`src/rtl/casc_start_pkg.sv`:
```
package casc_start_pkg;
  typedef enum logic [1:0] {
    CS_IDLE    = 2'd0,
    CS_WAIT_JK = 2'd1,
    CS_READY   = 2'd2,
    CS_STARTED = 2'd3
  } cs_state_e;
endpackage

```
`src/rtl/casc_rst_sync.sv`:
```
module casc_rst_sync (
  input  logic clk,
  input  logic rst_n,
  output logic rst_n_s
);
  logic [1:0] stage_q;

  always_ff @(posedge clk or negedge rst_n) begin
    if (!rst_n) stage_q <= 2'b00;
    else        stage_q <= {stage_q[0], 1'b1};
  end

  assign rst_n_s = stage_q[1];
endmodule

```
`src/rtl/casc_bit_sync.sv`:
```
module casc_bit_sync #(
  parameter int WIDTH = 2
) (
  input  logic             clk,
  input  logic             rst_n_s,
  input  logic [WIDTH-1:0] async_in,
  output logic [WIDTH-1:0] sync_out
);
  for (genvar b = 0; b < WIDTH; b++) begin : g_bit
    logic meta_q;
    logic stable_q;
    always_ff @(posedge clk or negedge rst_n_s) begin
      if (!rst_n_s) begin
        meta_q   <= 1'b0;
        stable_q <= 1'b0;
      end else begin
        meta_q   <= async_in[b];
        stable_q <= meta_q;
      end
    end
    assign sync_out[b] = stable_q;
  end
endmodule

```
`src/rtl/casc_busy_timer.sv`:
```
module casc_busy_timer #(
  parameter int BUSY_CYC = 96
) (
  input  logic clk,
  input  logic rst_n_s,
  output logic busy
);
  localparam int CW = $clog2(BUSY_CYC + 1);
  localparam logic [CW-1:0] LOAD = CW'(BUSY_CYC);

  logic [CW-1:0] cnt_q, cnt_d;
  logic          cnt_en;

  assign cnt_en = (cnt_q != '0);

  always_comb begin
    cnt_d = cnt_q;
    if (cnt_en) cnt_d = cnt_q - 1'b1;
  end

  always_ff @(posedge clk or negedge rst_n_s) begin
    if (!rst_n_s)    cnt_q <= LOAD;
    else if (cnt_en) cnt_q <= cnt_d;
  end

  assign busy = cnt_en;


  busy_once_chk: assert property (@(posedge clk) disable iff (!rst_n_s)
    !busy |=> !busy);
endmodule

```
`src/rtl/casc_mode_reg.sv`:
```
module casc_mode_reg #(
  parameter int MODE_W   = 4,
  parameter int CASC_BIT = 1
) (
  input  logic              clk,
  input  logic              rst_n_s,
  input  logic              wr,
  input  logic [MODE_W-1:0] wdata,
  output logic [MODE_W-1:0] mode_q,
  output logic              casc_en
);
  always_ff @(posedge clk or negedge rst_n_s) begin
    if (!rst_n_s) mode_q <= '0;
    else if (wr)  mode_q <= wdata;
  end

  assign casc_en = mode_q[CASC_BIT];


  mode_load_chk: assert property (@(posedge clk) disable iff (!rst_n_s)
    wr |=> mode_q == $past(wdata));
endmodule

```
`src/rtl/casc_start_fsm.sv`:
```
module casc_start_fsm
  import casc_start_pkg::*;
(
  input  logic clk,
  input  logic rst_n_s,
  input  logic casc_en,
  input  logic busy,
  input  logic jk_pulse,
  input  logic start_s,
  input  logic line_s,
  output logic ready_pull_lo,
  output logic start_pulse
);
  cs_state_e st_q, st_d;
  logic      prev_q;
  logic      start_rise;
  logic      fire_d;
  logic      pulse_q;

  assign start_rise = start_s & ~prev_q;

  always_comb begin
    st_d   = st_q;
    fire_d = 1'b0;
    if (!casc_en) begin
      st_d = CS_IDLE;
    end else begin
      unique case (st_q)
        CS_IDLE:    st_d = CS_WAIT_JK;
        CS_WAIT_JK: if (jk_pulse && !busy) st_d = CS_READY;
        CS_READY: begin
          if (!busy && start_rise && line_s) begin
            st_d   = CS_STARTED;
            fire_d = 1'b1;
          end
        end
        CS_STARTED: st_d = CS_STARTED;
        default:    st_d = CS_IDLE;
      endcase
    end
  end

  always_ff @(posedge clk or negedge rst_n_s) begin
    if (!rst_n_s) begin
      st_q    <= CS_IDLE;
      prev_q  <= 1'b0;
      pulse_q <= 1'b0;
    end else begin
      st_q    <= st_d;
      prev_q  <= start_s;
      pulse_q <= fire_d;
    end
  end

  assign ready_pull_lo = !((st_q == CS_READY) || (st_q == CS_STARTED));
  assign start_pulse   = pulse_q;


  release_cause_chk: assert property (@(posedge clk) disable iff (!rst_n_s)
    $fell(ready_pull_lo) |-> ($past(casc_en) && $past(jk_pulse)));


  casc_clear_chk: assert property (@(posedge clk) disable iff (!rst_n_s)
    $fell(casc_en) |=> ready_pull_lo);


  busy_hold_chk: assert property (@(posedge clk) disable iff (!rst_n_s)
    busy |=> ready_pull_lo);


  pulse_width_chk: assert property (@(posedge clk) disable iff (!rst_n_s)
    start_pulse |=> !start_pulse);
endmodule

```
`src/rtl/casc_start_sync.sv`:
```
module casc_start_sync #(
  parameter int MODE_W   = 4,
  parameter int CASC_BIT = 1,
  parameter int BUSY_CYC = 96
) (
  input  logic              clk,
  input  logic              rst_n,
  input  logic              mode_wr,
  input  logic [MODE_W-1:0] mode_wdata,
  input  logic              jk_pulse,
  input  logic              cstart_in,
  input  logic              line_lvl,
  output logic              ready_pull_lo,
  output logic              start_pulse,
  output logic              busy,
  output logic [MODE_W-1:0] mode_q
);
  localparam int NSYNC = 2;

  logic             rst_n_s;
  logic             casc_en;
  logic [NSYNC-1:0] sync_v;

  casc_rst_sync u_rst (
    .clk     (clk),
    .rst_n   (rst_n),
    .rst_n_s (rst_n_s)
  );

  casc_busy_timer #(.BUSY_CYC(BUSY_CYC)) u_busy (
    .clk     (clk),
    .rst_n_s (rst_n_s),
    .busy    (busy)
  );

  casc_mode_reg #(.MODE_W(MODE_W), .CASC_BIT(CASC_BIT)) u_mode (
    .clk     (clk),
    .rst_n_s (rst_n_s),
    .wr      (mode_wr),
    .wdata   (mode_wdata),
    .mode_q  (mode_q),
    .casc_en (casc_en)
  );

  casc_bit_sync #(.WIDTH(NSYNC)) u_sync (
    .clk      (clk),
    .rst_n_s  (rst_n_s),
    .async_in ({line_lvl, cstart_in}),
    .sync_out (sync_v)
  );

  casc_start_fsm u_fsm (
    .clk           (clk),
    .rst_n_s       (rst_n_s),
    .casc_en       (casc_en),
    .busy          (busy),
    .jk_pulse      (jk_pulse),
    .start_s       (sync_v[0]),
    .line_s        (sync_v[1]),
    .ready_pull_lo (ready_pull_lo),
    .start_pulse   (start_pulse)
  );
endmodule

```
`config.mk`:
```
export PLATFORM = sky130hd
export DESIGN_NAME = casc_start_sync
export DESIGN_NICKNAME = d
export VERILOG_FILES = /design/src/rtl/casc_start_pkg.sv /design/src/rtl/casc_rst_sync.sv /design/src/rtl/casc_bit_sync.sv /design/src/rtl/casc_busy_timer.sv /design/src/rtl/casc_mode_reg.sv /design/src/rtl/casc_start_fsm.sv /design/src/rtl/casc_start_sync.sv
export SDC_FILE = /design/constraint.sdc
export NUM_CORES = 1
export LEC_CHECK = 0
export BUFFER_PORTS_ARGS = -buffer_cell sky130_fd_sc_hd__buf_2
export CAP_MARGIN = 25
export CORE_ASPECT_RATIO = 0.9
export CORE_MARGIN = 2
export CORE_UTILIZATION = 40
export DETAILED_ROUTE_END_ITERATION = 8
export MAX_ROUTING_LAYER = met4
export PLACE_DENSITY = 0.64
export SYNTH_ARGS = -nofsm -noshare
export SYNTH_HDL_FRONTEND = slang
export SYNTH_SLANG_ARGS = --single-unit
```
`constraint.sdc`:
```
create_clock -name clk -period 1.7 [get_ports clk]
set_input_delay 0.34 -clock clk [delete_from_list [all_inputs] [get_ports clk]]
set_output_delay 0.34 -clock clk [all_outputs]
set_load 0.005 [all_outputs]
```
==> results of run 1 <==
==> worst paths after layout <==
kind                             startpoint                      to  slack, ns  cells past startpoint
min                               cstart_in  u_sync.g_bit[0].meta_q       0.13                      1
min reg2reg                u_rst.stage_q[1]         u_busy.cnt_q[4]       0.31                      0
max reg2reg                 u_busy.cnt_q[3]           u_fsm.st_q[0]      -0.09                      5
max                         u_busy.cnt_q[3]                    busy      -0.20                      4
min in group asynchronous  u_rst.stage_q[1]         u_busy.cnt_q[4]       0.31                      0
max in group asynchronous  u_rst.stage_q[1]         u_busy.cnt_q[2]       0.94                      0
==> kinds of logic after synthesis <==
logic type                 Yosys count  synth area share
xor gates and xnor gates             4            0.0413
other                                1           0.00442
buffers and inverters                5            0.0265
DFF                                 21             0.622
muxes                                5            0.0664
AOI/OAI and AO/OA                    6            0.0605
adders and majority gates            2            0.0295
and+or+nand+nor                     20             0.149
==> layer usage <==
layer / GRT usage / part of all wire
met5: - / 0
met4: 0.0615 / 0.0078
met3: 0.0656 / 0.040
met2: 0.253 / 0.52
met1: 0.176 / 0.43
==> where the power goes <==
part	total, W	internal (W)	switching, W
clock network	0.000246	0.0000898	0.000157
logic	0.0000570	0.0000351	0.0000219
registers	0.000546	0.000524	0.0000215
total	0.000849	0.000649	0.000200
==> state kept, by name, summed over array words and instances (netlist names) <==
register	flops
u_fsm.st_q	2
u_mode.mode_q	4
u_sync.g_bit.meta_q	2
u_sync.g_bit.stable_q	2
u_fsm.start_pulse	1
u_rst.stage_q	2
u_busy.cnt_q	7
u_fsm.prev_q	1
==> layout make-up <==
type,count,area share
well taps,25,0.0274
clock buffers,3,0.0198
inverters,4,0.0154
repair buffers,32,0.187
multi-input cells,38,0.281
flip-flops and latches,21,0.463
clock inverters,1,0.00659
==> stage by stage <==
stage	cell area [um2]	setup TNS [ns]
3_5_place_dp	975	0
6_report	1140	-0.289
3_3_place_gp	975	0
2_1_floorplan	848	0
4_1_cts	1090	-0.212
5_1_grt	1140	-0.454
==> layout by cell type (no fill, tap or decap) <==
cell type	netlist	routed
ha_1	2	1
o21a_1	1	1
dlygate4sd3_1	0	1
o311a_1	1	1
dfrtp_1	19	19
conb_1	1	1
clkbuf_4	0	3
a21oi_1	2	1
or4_4	1	2
inv_4	0	1
nor2_8	1	1
ha_2	0	1
or3_4	0	1
buf_6	0	2
nor3_1	3	3
dfstp_2	2	2
a21oi_2	0	1
mux2_2	5	5
buf_2	0	15
or2b_4	0	1
nor4_1	2	1
inv_2	1	1
clkinvlp_4	0	1
buf_4	1	14
nor2_1	4	4
nor3b_1	1	1
o31ai_1	1	1
nor4_2	0	1
inv_1	3	2
xnor2_1	4	4
o41ai_2	1	1
nand2_1	4	4
nor2b_1	1	1
==> repair_timing <==
action	4_1_cts	5_1_grt
endpoints found under the hold margin	2	0
setup endpoints to repair	1	4
setup buffers	8	4
gates resized for setup	3	7
pin swaps	2	4
hold buffers	1	0
gates cloned	0	0
==> results by group, run 1 <==
Status
  • Status: finished, violations left
  • Failing checks: negative setup slack

Yosys
  • Prevailing post-synth register cell: dfrtp_1
  • Sequential fraction of the synthesis area: 0.622
  • Post-Synthesis Cell Area: around 850 um2
  • Gate Count Post-Synth: 64
  • Avg Cell Area, Syn: 13.3 um2
  • Most frequent cell after synthesis: dfrtp_1
  • Number of flops mapped to enable cells by yosys: 0
  • Synth top cells by count: dfrtp_1 (19), mux2_2 (5), nand2_1 (4), nor2_1 (4), xnor2_1 (4)
  • Post-synth cell types: 25
  • Async SR Flop Fraction: 1.00
  • Top post-synthesis cells by area: dfrtp_1 (56%), mux2_2 (6.6%), dfstp_2 (6.2%)
  • Post-synth top area cell: dfrtp_1
  • Synth top area share: 0.560
  • Synth warn: 0
  • Syn nets: 76
  • Register bit total from synthesis: 21

Layout
  • Layout area overhead: 34.4%
  • Fillers: 169
  • Finished Layout Cells: 124
  • Reg area: roughly 530 um2
  • Finished Core Util: 0.584
  • Share of cells above drive strength 1: 0.535
  • # nets final: 112
  • Multi-input gate area: 320 um2
  • N_diodes: 0

Worst setup path
  • Worst path max stage delay: approximately 0.58 ns
  • Crit Path Category: register to output pin
  • CP arrival: approximately 1.6 ns
  • Delay-heaviest family, CP: simple AND/OR/NAND/NOR gates
  • Slowest-stage cell, CP: or4_4
  • Crit path required time: between 1 and 1.5 ns
  • Crit. End Element: output pin
  • Critical path buffers and inverters: 2
  • CP Cell Sequence: or4_4, nor2_8, inv_4, buf_6
  • Startpoint type of the worst setup path: register
  • CP max FO: 2

Floorplan
  • Core ar.: 1950 um2
  • Initial Utilization: 0.435
  • Standard-cell rows: 15
  • Die ar.: 2510 um2
  • I/O pins: 17
  • Height of the die: 47.7 um
  • Chip width: ~53 um

Timing
  • Slew margin rel.: 0.516
  • Setup ws final: -0.197 ns
  • Slew @ Worst Pin: ~0.73 ns
  • RSZ-0062 raised after global routing: true
  • Pins Over Slew Limit: 0
  • Max Freq: 0.527 GHz
  • Min Clock Period, post-route: 1.90 ns
  • Final Cycle Share: 1.12
  • Final hold viol count: 0
  • Hold Slack: 0.130 ns
  • Clk_skew: 0.00367 ns
  • Final setup vio count: 2

Global routing
  • First-pass GRT wire length: 2.57 mm
  • Largest net degree at the start of global routing: 20
  • Initial antenna violation count: 0
  • Vias in the first global route: 586
  • All-Layer GR Usage: 0.157
  • Remaining global-route overflow: 0

Power
  • PD cells: about 740 nW/um2
  • P_leak: 0.567 nW
  • Worst VDD drop: about 0.52 mV
  • Pwr Total: roughly 0.00085 W

Hold path
  • HP Class: input port to register

Routing
  • Routed wire length: 1.54 mm
  • # DRC: 0
  • Avg WL per Cell: approximately 12 um
  • Via density: 4.70
  • TritonRoute pass-1 iters: 4
  • Drt initial violations: 6
  • Final ANT Viol Nets: 0
  • Vias post-DR: a little under 600

Clock tree
  • CTS max path bufs: 2
  • Clk_lat worst skew: 0.31 ns
  • Sink Count: 21
  • CTS tree: done
  • CTS H-Tree Depth: 1
  • Clock slew at reported path FFs: between 0.1 and 0.15 ns
  • CTS Buf Count: 3
  • CTS root buffer: clkbuf_4

Placement
  • Pre-CTS setup slack: 0.0673 ns
  • RePlAce Congestion: about 0.71
  • Placed insts: 107
  • PortBufs: 16
  • Dpl hpwl: 996 um

Job
  • Max-cap viol count: 0
Power figures use the tool's default switching activity.
==> run 2, diff against run 1 <==
- BUFFER_PORTS_ARGS: -buffer_cell sky130_fd_sc_hd__buf_2 -> not set
- CORE_UTILIZATION: 40 -> 58
- DONT_BUFFER_PORTS: not set -> 1
- PLACE_DENSITY: 0.64 -> 0.77
==> run 2 against run 1 <==
The flow still finishes with violations (negative setup slack). First-iteration DRC count rose by 100%. Worst hold slack got worse by 0.059 ns. Clock-buffer cell count rose by 1. Maximum frequency rose by 7.5%. Highest routed layer unchanged.
==> results by group, run 2 (same netlist as run 1, synthesis figures left out) <==
Power
  • Clock power frac: 0.279 (was 0.290)
  • Sw Pwr: 0.000172 W (was 0.000200 W)
  • Sequential share of power: 0.677 (was 0.643)
  • Switch share: 0.213 (was 0.236)
  • P_leak: 0.486 nW (was 0.567 nW)
  • PD cells: 798 nW/um2 (was 745 nW/um2)
  • Part of the power in combinational logic: 0.044 (was 0.067)
  • Worst VDD drop: 0.788 mV (was 0.523 mV)
  • Internal: 0.000637 W (was 0.000649 W)

Floorplan
  • Core ar.: 1400 um2 (was 1950 um2)
  • Initial Utilization: 0.606 (was 0.435)
  • Standard-cell rows: 13 (was 15)
  • Height of the die: 40.3 um (was 47.7 um)
  • I/O pins: 17 (unchanged)
  • Chip width: 44.3 um (was 52.5 um)
  • Die ar.: 1780 um2 (was 2510 um2)

Clock tree
  • CTS tree: done (unchanged)
  • CTS H-Tree Depth: 1 (unchanged)
  • CTS max path bufs: 2 (unchanged)
  • Clock slew at reported path FFs: 0.09 ns (was 0.12 ns)
  • CTS root buffer: clkbuf_4 (unchanged)
  • Clk_lat worst skew: 0.30 ns (was 0.31 ns)
  • Sink Count: 21 (unchanged)
  • CTS Buf Count: 3 (unchanged)

Global routing
  • Vias in the first global route: 504 (was 586)
  • Remaining global-route overflow: 0 (unchanged)
  • All-Layer GR Usage: 0.191 (was 0.157)
  • First-pass GRT wire length: 2.20 mm (was 2.57 mm)
  • Largest net degree at the start of global routing: 20 (unchanged)
  • Initial antenna violation count: 0 (unchanged)

Placement
  • PortBufs: 0 (was 16)
  • Placed insts: 82 (was 107)
  • RePlAce Congestion: 0.776 (was 0.707)
  • Pre-CTS setup slack: 0.0700 ns (was 0.0673 ns)
  • Placed inst area: 890 um2 (was 975 um2)
  • Dpl hpwl: 862 um (was 996 um)

Layout
  • Biggest regs: u_busy.cnt_q x7, u_mode.mode_q x4 (unchanged)
  • Most common cell after layout, fill and taps aside: dfrtp_1 (unchanged)
  • Commonest cells after routing, fill and taps aside: dfrtp_1 (19), buf_4 (11), mux2_2 (5) (was dfrtp_1 (19), buf_2 (15), buf_4 (14))
  • # nets final: 92 (was 112)
  • N_diodes: 0 (unchanged)
  • Final instance area: 1010 um2 (was 1140 um2)
  • Layout area overhead: 19.6% (was 34.4%)
  • Largest register by flop count: u_busy.cnt_q (unchanged)
  • Finished Layout Cells: 94 (was 124)
  • Share of cells above drive strength 1: 0.405 (was 0.535)
  • Max reg flops: 7 (unchanged)

Worst setup path
  • CP max FO: 4 (was 2)
  • Crit. End Element: output pin (unchanged)
  • Startpoint type of the worst setup path: register (unchanged)
  • CP arrival: 1.42 ns (was 1.56 ns)
  • Crit Path Category: register to output pin (unchanged)
  • Crit path required time: 1.36 ns (about the same)

Timing
  • Pins Over Slew Limit: 0 (unchanged)
  • Min Clock Period, post-route: 1.76 ns (was 1.90 ns)
  • Max Freq: 0.567 GHz (was 0.527 GHz)
  • Setup ws final: -0.0644 ns (was -0.197 ns)
  • Slew @ Worst Pin: 0.719 ns (was 0.727 ns)
  • Final setup vio count: 1 (was 2)
  • RSZ-0062 raised after global routing: true (unchanged)
  • Final hold viol count: 0 (unchanged)
  • Slew margin rel.: 0.521 (was 0.516)
  • Final Cycle Share: 1.04 (was 1.12)
  • Clk_skew: 0.0139 ns (was 0.00367 ns)

Status
  • Failing checks: negative setup slack (unchanged)
  • Status: finished, violations left (unchanged)

Hold path
  • HP Class: input port to register (unchanged)

Routing
  • Avg WL per Cell: 14.6 um (was 12.4 um)
  • Routed wire length: 1.38 mm (was 1.54 mm)
  • # DRC: 0 (unchanged)
  • Vias post-DR: 523 (was 583)
  • Via density: 5.56 (was 4.70)
  • Final ANT Viol Nets: 0 (unchanged)
  • Drt initial violations: 12 (was 6)
  • TritonRoute pass-1 iters: 4 (unchanged)

Job
  • Max-cap viol count: 0 (unchanged)
==> run 2: power groups by stage <==
stage                     combinational (W)  clock, W  sequential [W]
after floorplan                   0.0000299         0        0.000552
after global placement            0.0000289         0        0.000558
after detailed placement          0.0000295         0        0.000559
after CTS                         0.0000321  0.000238        0.000549
after global routing              0.0000387  0.000254        0.000554
final                             0.0000353  0.000226        0.000548
==> run 2: what timing repair did <==
action	4_1_cts	5_1_grt
buffers inserted	5	2
hold endpoints to repair	2	0
gates resized for setup	1	8
hold buffers	1	0
pin swaps	1	2
endpoints found under the setup margin	1	3
==> run 2: cell type report <==
class	count	area, um2
tap	15	18.8
inverter	4	17.5
multi-input combinational	38	332
clock buffer	4	26.3
fill	90	384
sequential	21	528
timing repair buffer	12	92.6
==> run 2: layer usage <==
layer | track usage | vias to the layer above | routed length [um]
met3 | 0.0856 | 2 | 91
met2 | 0.313 | 20 | 705
met4 | 0.0682 | 0 | 13
met5 | - | - | 0
met1 | 0.209 | 251 | 564
li1 | - | 250 | -
==> run 2: worst paths after layout <==
check	from	end	slack [ns]	cells after the start
worst max-delay path	u_busy.cnt_q[3]	busy	-0.06	3
worst min-delay path	line_lvl	u_sync.g_bit[1].meta_q	0.07	0
worst max register to register	u_busy.cnt_q[3]	u_busy.cnt_q[5]	0.02	4
worst min register to register	u_rst.stage_q[1]	u_busy.cnt_q[1]	0.29	0
max in group asynchronous	u_rst.stage_q[1]	u_sync.g_bit[1].stable_q	0.95	0
min in group asynchronous	rst_n	u_rst.stage_q[1]	0.27	1
==> run 2: worst max-delay path, cell delays in order, from the launching register on <==
cell,delay (ns)
dfrtp_1,0.40
or4_4,0.56
nor2_8,0.12
inv_4,0.05
==> run 2: per-stage QoR <==
step                      utilization  hold WS, ns  setup TNS, ns  power, W
after CTS                       0.691       0.0570        -0.0691  0.000820
after floorplan                     -       0.0444              0  0.000582
after detailed placement        0.636       0.0445              0  0.000588
after global routing            0.725       0.0399         -0.136  0.000847
final                           0.725       0.0712        -0.0644  0.000810
after global placement          0.636       0.0445              0  0.000587
==> run 3, diff against run 2 <==
- GPL_TIMING_DRIVEN: not set -> 0
- SKIP_CTS_REPAIR_TIMING: not set -> 1
==> run 3 against run 2 <==
The flow still finishes with violations (negative setup slack). Sequential cell count is the same. Critical path depth is the same. Maximum frequency shrank 3.7%. Register-to-register slack lost 0.11 ns. Clock skew shrank 0.0083 ns. Sequential share of layout area shrank 0.32 points.
==> results by group, run 3 (same netlist as run 1, synthesis figures left out) <==
Clock tree
  • CTS max path bufs: 2 (unchanged)
  • Sink Count: 21 (unchanged)
  • CTS H-Tree Depth: 1 (unchanged)
  • Clk_lat worst skew: 0.30 ns (about the same)
  • CTS tree: done (unchanged)
  • Clock slew at reported path FFs: 0.12 ns (was 0.09 ns)
  • CTS Buf Count: 3 (unchanged)
  • CTS root buffer: clkbuf_4 (unchanged)

Placement
  • Placed inst area: 867 um2 (was 890 um2)
  • Dpl hpwl: 837 um (was 862 um)
  • RePlAce Congestion: 0.747 (was 0.776)
  • Pre-CTS setup slack: -0.0511 ns (was 0.0700 ns)
  • PortBufs: 0 (unchanged)
  • Placed insts: 79 (was 82)

Hold path
  • Worst hold start: cstart_in (was line_lvl)
  • HP Class: input port to register (unchanged)

Global routing
  • First-pass GRT wire length: 2.13 mm (was 2.20 mm)
  • Met3 GRT Util: 0.0315 (was 0.0856)
  • Met1 Use GR: 0.228 (was 0.209)
  • Vias in the first global route: 475 (was 504)
  • Largest net degree at the start of global routing: 20 (unchanged)
  • Most Crowded Layer GR: met2 (unchanged)
  • Remaining global-route overflow: 0 (unchanged)
  • Initial antenna violation count: 0 (unchanged)
  • Met2 Use GR: 0.279 (was 0.313)
  • All-Layer GR Usage: 0.182 (was 0.191)

Routing
  • Final ANT Viol Nets: 0 (unchanged)
  • TritonRoute pass-1 iters: 4 (unchanged)
  • Via density: 5.56 (about the same)
  • Routed wire length: 1.44 mm (was 1.38 mm)
  • Avg WL per Cell: 14.8 um (was 14.6 um)
  • Vias post-DR: 539 (was 523)
  • # DRC: 0 (unchanged)
  • Drt initial violations: 7 (was 12)

Layout
  • Final instance area: 1020 um2 (was 1010 um2)
  • Commonest cells after routing, fill and taps aside: dfrtp_1 (18), buf_4 (13), mux2_2 (5) (was dfrtp_1 (19), buf_4 (11), mux2_2 (5))
  • Finished Layout Cells: 97 (was 94)
  • Most common cell after layout, fill and taps aside: dfrtp_1 (unchanged)
  • N_diodes: 0 (unchanged)
  • Share of cells above drive strength 1: 0.390 (was 0.405)
  • Finished Core Util: 0.732 (was 0.725)
  • Multi-input gate area: 312 um2 (was 332 um2)
  • Fillers: 92 (was 90)
  • Max reg flops: 7 (unchanged)
  • Layout area overhead: 20.6% (was 19.6%)
  • Largest register by flop count: u_busy.cnt_q (unchanged)
  • Reg area: 529 um2 (was 528 um2)
  • Biggest regs: u_busy.cnt_q x7, u_mode.mode_q x4 (unchanged)
  • # nets final: 95 (was 92)

Timing
  • RSZ-0062 raised after global routing: true (unchanged)
  • Slew @ Worst Pin: 0.732 ns (was 0.719 ns)
  • Pins Over Slew Limit: 0 (unchanged)
  • Min Clock Period, post-route: 1.83 ns (was 1.76 ns)
  • Slew margin rel.: 0.512 (was 0.521)
  • Max Freq: 0.546 GHz (was 0.567 GHz)
  • Setup ws final: -0.132 ns (was -0.0644 ns)
  • Final setup vio count: 2 (was 1)
  • Final hold viol count: 0 (unchanged)
  • Final Cycle Share: 1.08 (was 1.04)
  • Clk_skew: 0.00567 ns (was 0.0139 ns)

Worst setup path
  • Worst setup path startpoint: u_busy.cnt_q[5] (was u_busy.cnt_q[3])
  • CP Cell Sequence: or4_4, nor2_8, inv_2 (was or4_4, nor2_8, inv_4)
  • Startpoint type of the worst setup path: register (unchanged)
  • Worst R2R Start: u_busy.cnt_q[5] (was u_busy.cnt_q[3])
  • Worst path max stage delay: 0.58 ns (was 0.56 ns)
  • Crit Path Category: register to output pin (unchanged)
  • Crit. End Element: output pin (unchanged)
  • Crit path required time: 1.36 ns (about the same)
  • CP arrival: 1.49 ns (was 1.42 ns)
  • CP max FO: 4 (unchanged)
  • Slowest-stage cell, CP: or4_4 (unchanged)

Job
  • Max-cap viol count: 0 (unchanged)

Power
  • PD cells: 811 nW/um2 (was 798 nW/um2)
  • Pwr Total: 0.000830 W (was 0.000810 W)
  • Internal: 0.000638 W (was 0.000637 W)
  • P_leak: 0.501 nW (was 0.486 nW)
  • Part of the power in combinational logic: 0.047 (was 0.044)
  • Switch share: 0.231 (was 0.213)
  • Clock power frac: 0.293 (was 0.279)
  • Sw Pwr: 0.000192 W (was 0.000172 W)
  • Sequential share of power: 0.660 (was 0.677)
  • Worst VDD drop: 0.715 mV (was 0.788 mV)

Floorplan
  • Die ar.: 1780 um2 (unchanged)
  • Chip width: 44.3 um (unchanged)
  • Standard-cell rows: 13 (unchanged)
  • Core ar.: 1400 um2 (unchanged)
  • Height of the die: 40.3 um (unchanged)
  • Initial Utilization: 0.606 (unchanged)
  • I/O pins: 17 (unchanged)

Status
  • Failing checks: negative setup slack (unchanged)
  • Status: finished, violations left (unchanged)
-- run 3: power groups by stage --
stage          combinational (W)  sequential (W)  clock (W)
5_1_grt                0.0000437        0.000554   0.000264
2_1_floorplan          0.0000299        0.000552          0
6_report               0.0000387        0.000548   0.000243
4_1_cts                0.0000334        0.000549   0.000249
3_3_place_gp           0.0000324        0.000557          0
3_5_place_dp           0.0000333        0.000559          0
-- run 3: stage by stage --
step / TNS [ns] / hold slack [ns]
2_1_floorplan: 0 / 0.0444
3_3_place_gp: -0.0336 / 0.0445
3_5_place_dp: -0.0511 / 0.0445
4_1_cts: -0.352 / -0.301
5_1_grt: -0.348 / 0.0306
6_report: -0.222 / 0.0468
-- run 3: area by class of cell --
type,count,share of cell area
sequential,21,0.517
multi-input combinational,38,0.304
timing repair buffer,14,0.109
clock buffer,3,0.0220
tap,15,0.0183
inverter,4,0.0147
clock inverter,1,0.00733
buffer,1,0.00733
-- run 3: path summary, 6_finish.rpt --
check / end / slack, ns / depth (start not counted)
max reg2reg: u_fsm.st_q[0] / -0.09 / 5
min in group asynchronous: u_rst.stage_q[1] / 0.24 / 1
min reg2reg: u_sync.g_bit[0].meta_q / 0.31 / 0
max in group asynchronous: u_busy.cnt_q[2] / 0.88 / 0
max: busy / -0.13 / 3
min: u_sync.g_bit[0].meta_q / 0.05 / 0
-- run 3: routing by layer --
layer	share of wire	routed length (um)
met5	0	0
met1	0.44	635
met2	0.50	717
met3	0.040	58
met4	0.019	27
-- run 3: worst max-delay path, delay by kind of cell (launching register included) --
kind                   cells  cell delay [ns]
buffers and inverters      1             0.06
flip-flops                 1             0.40
AND/OR/NAND/NOR            2             0.73
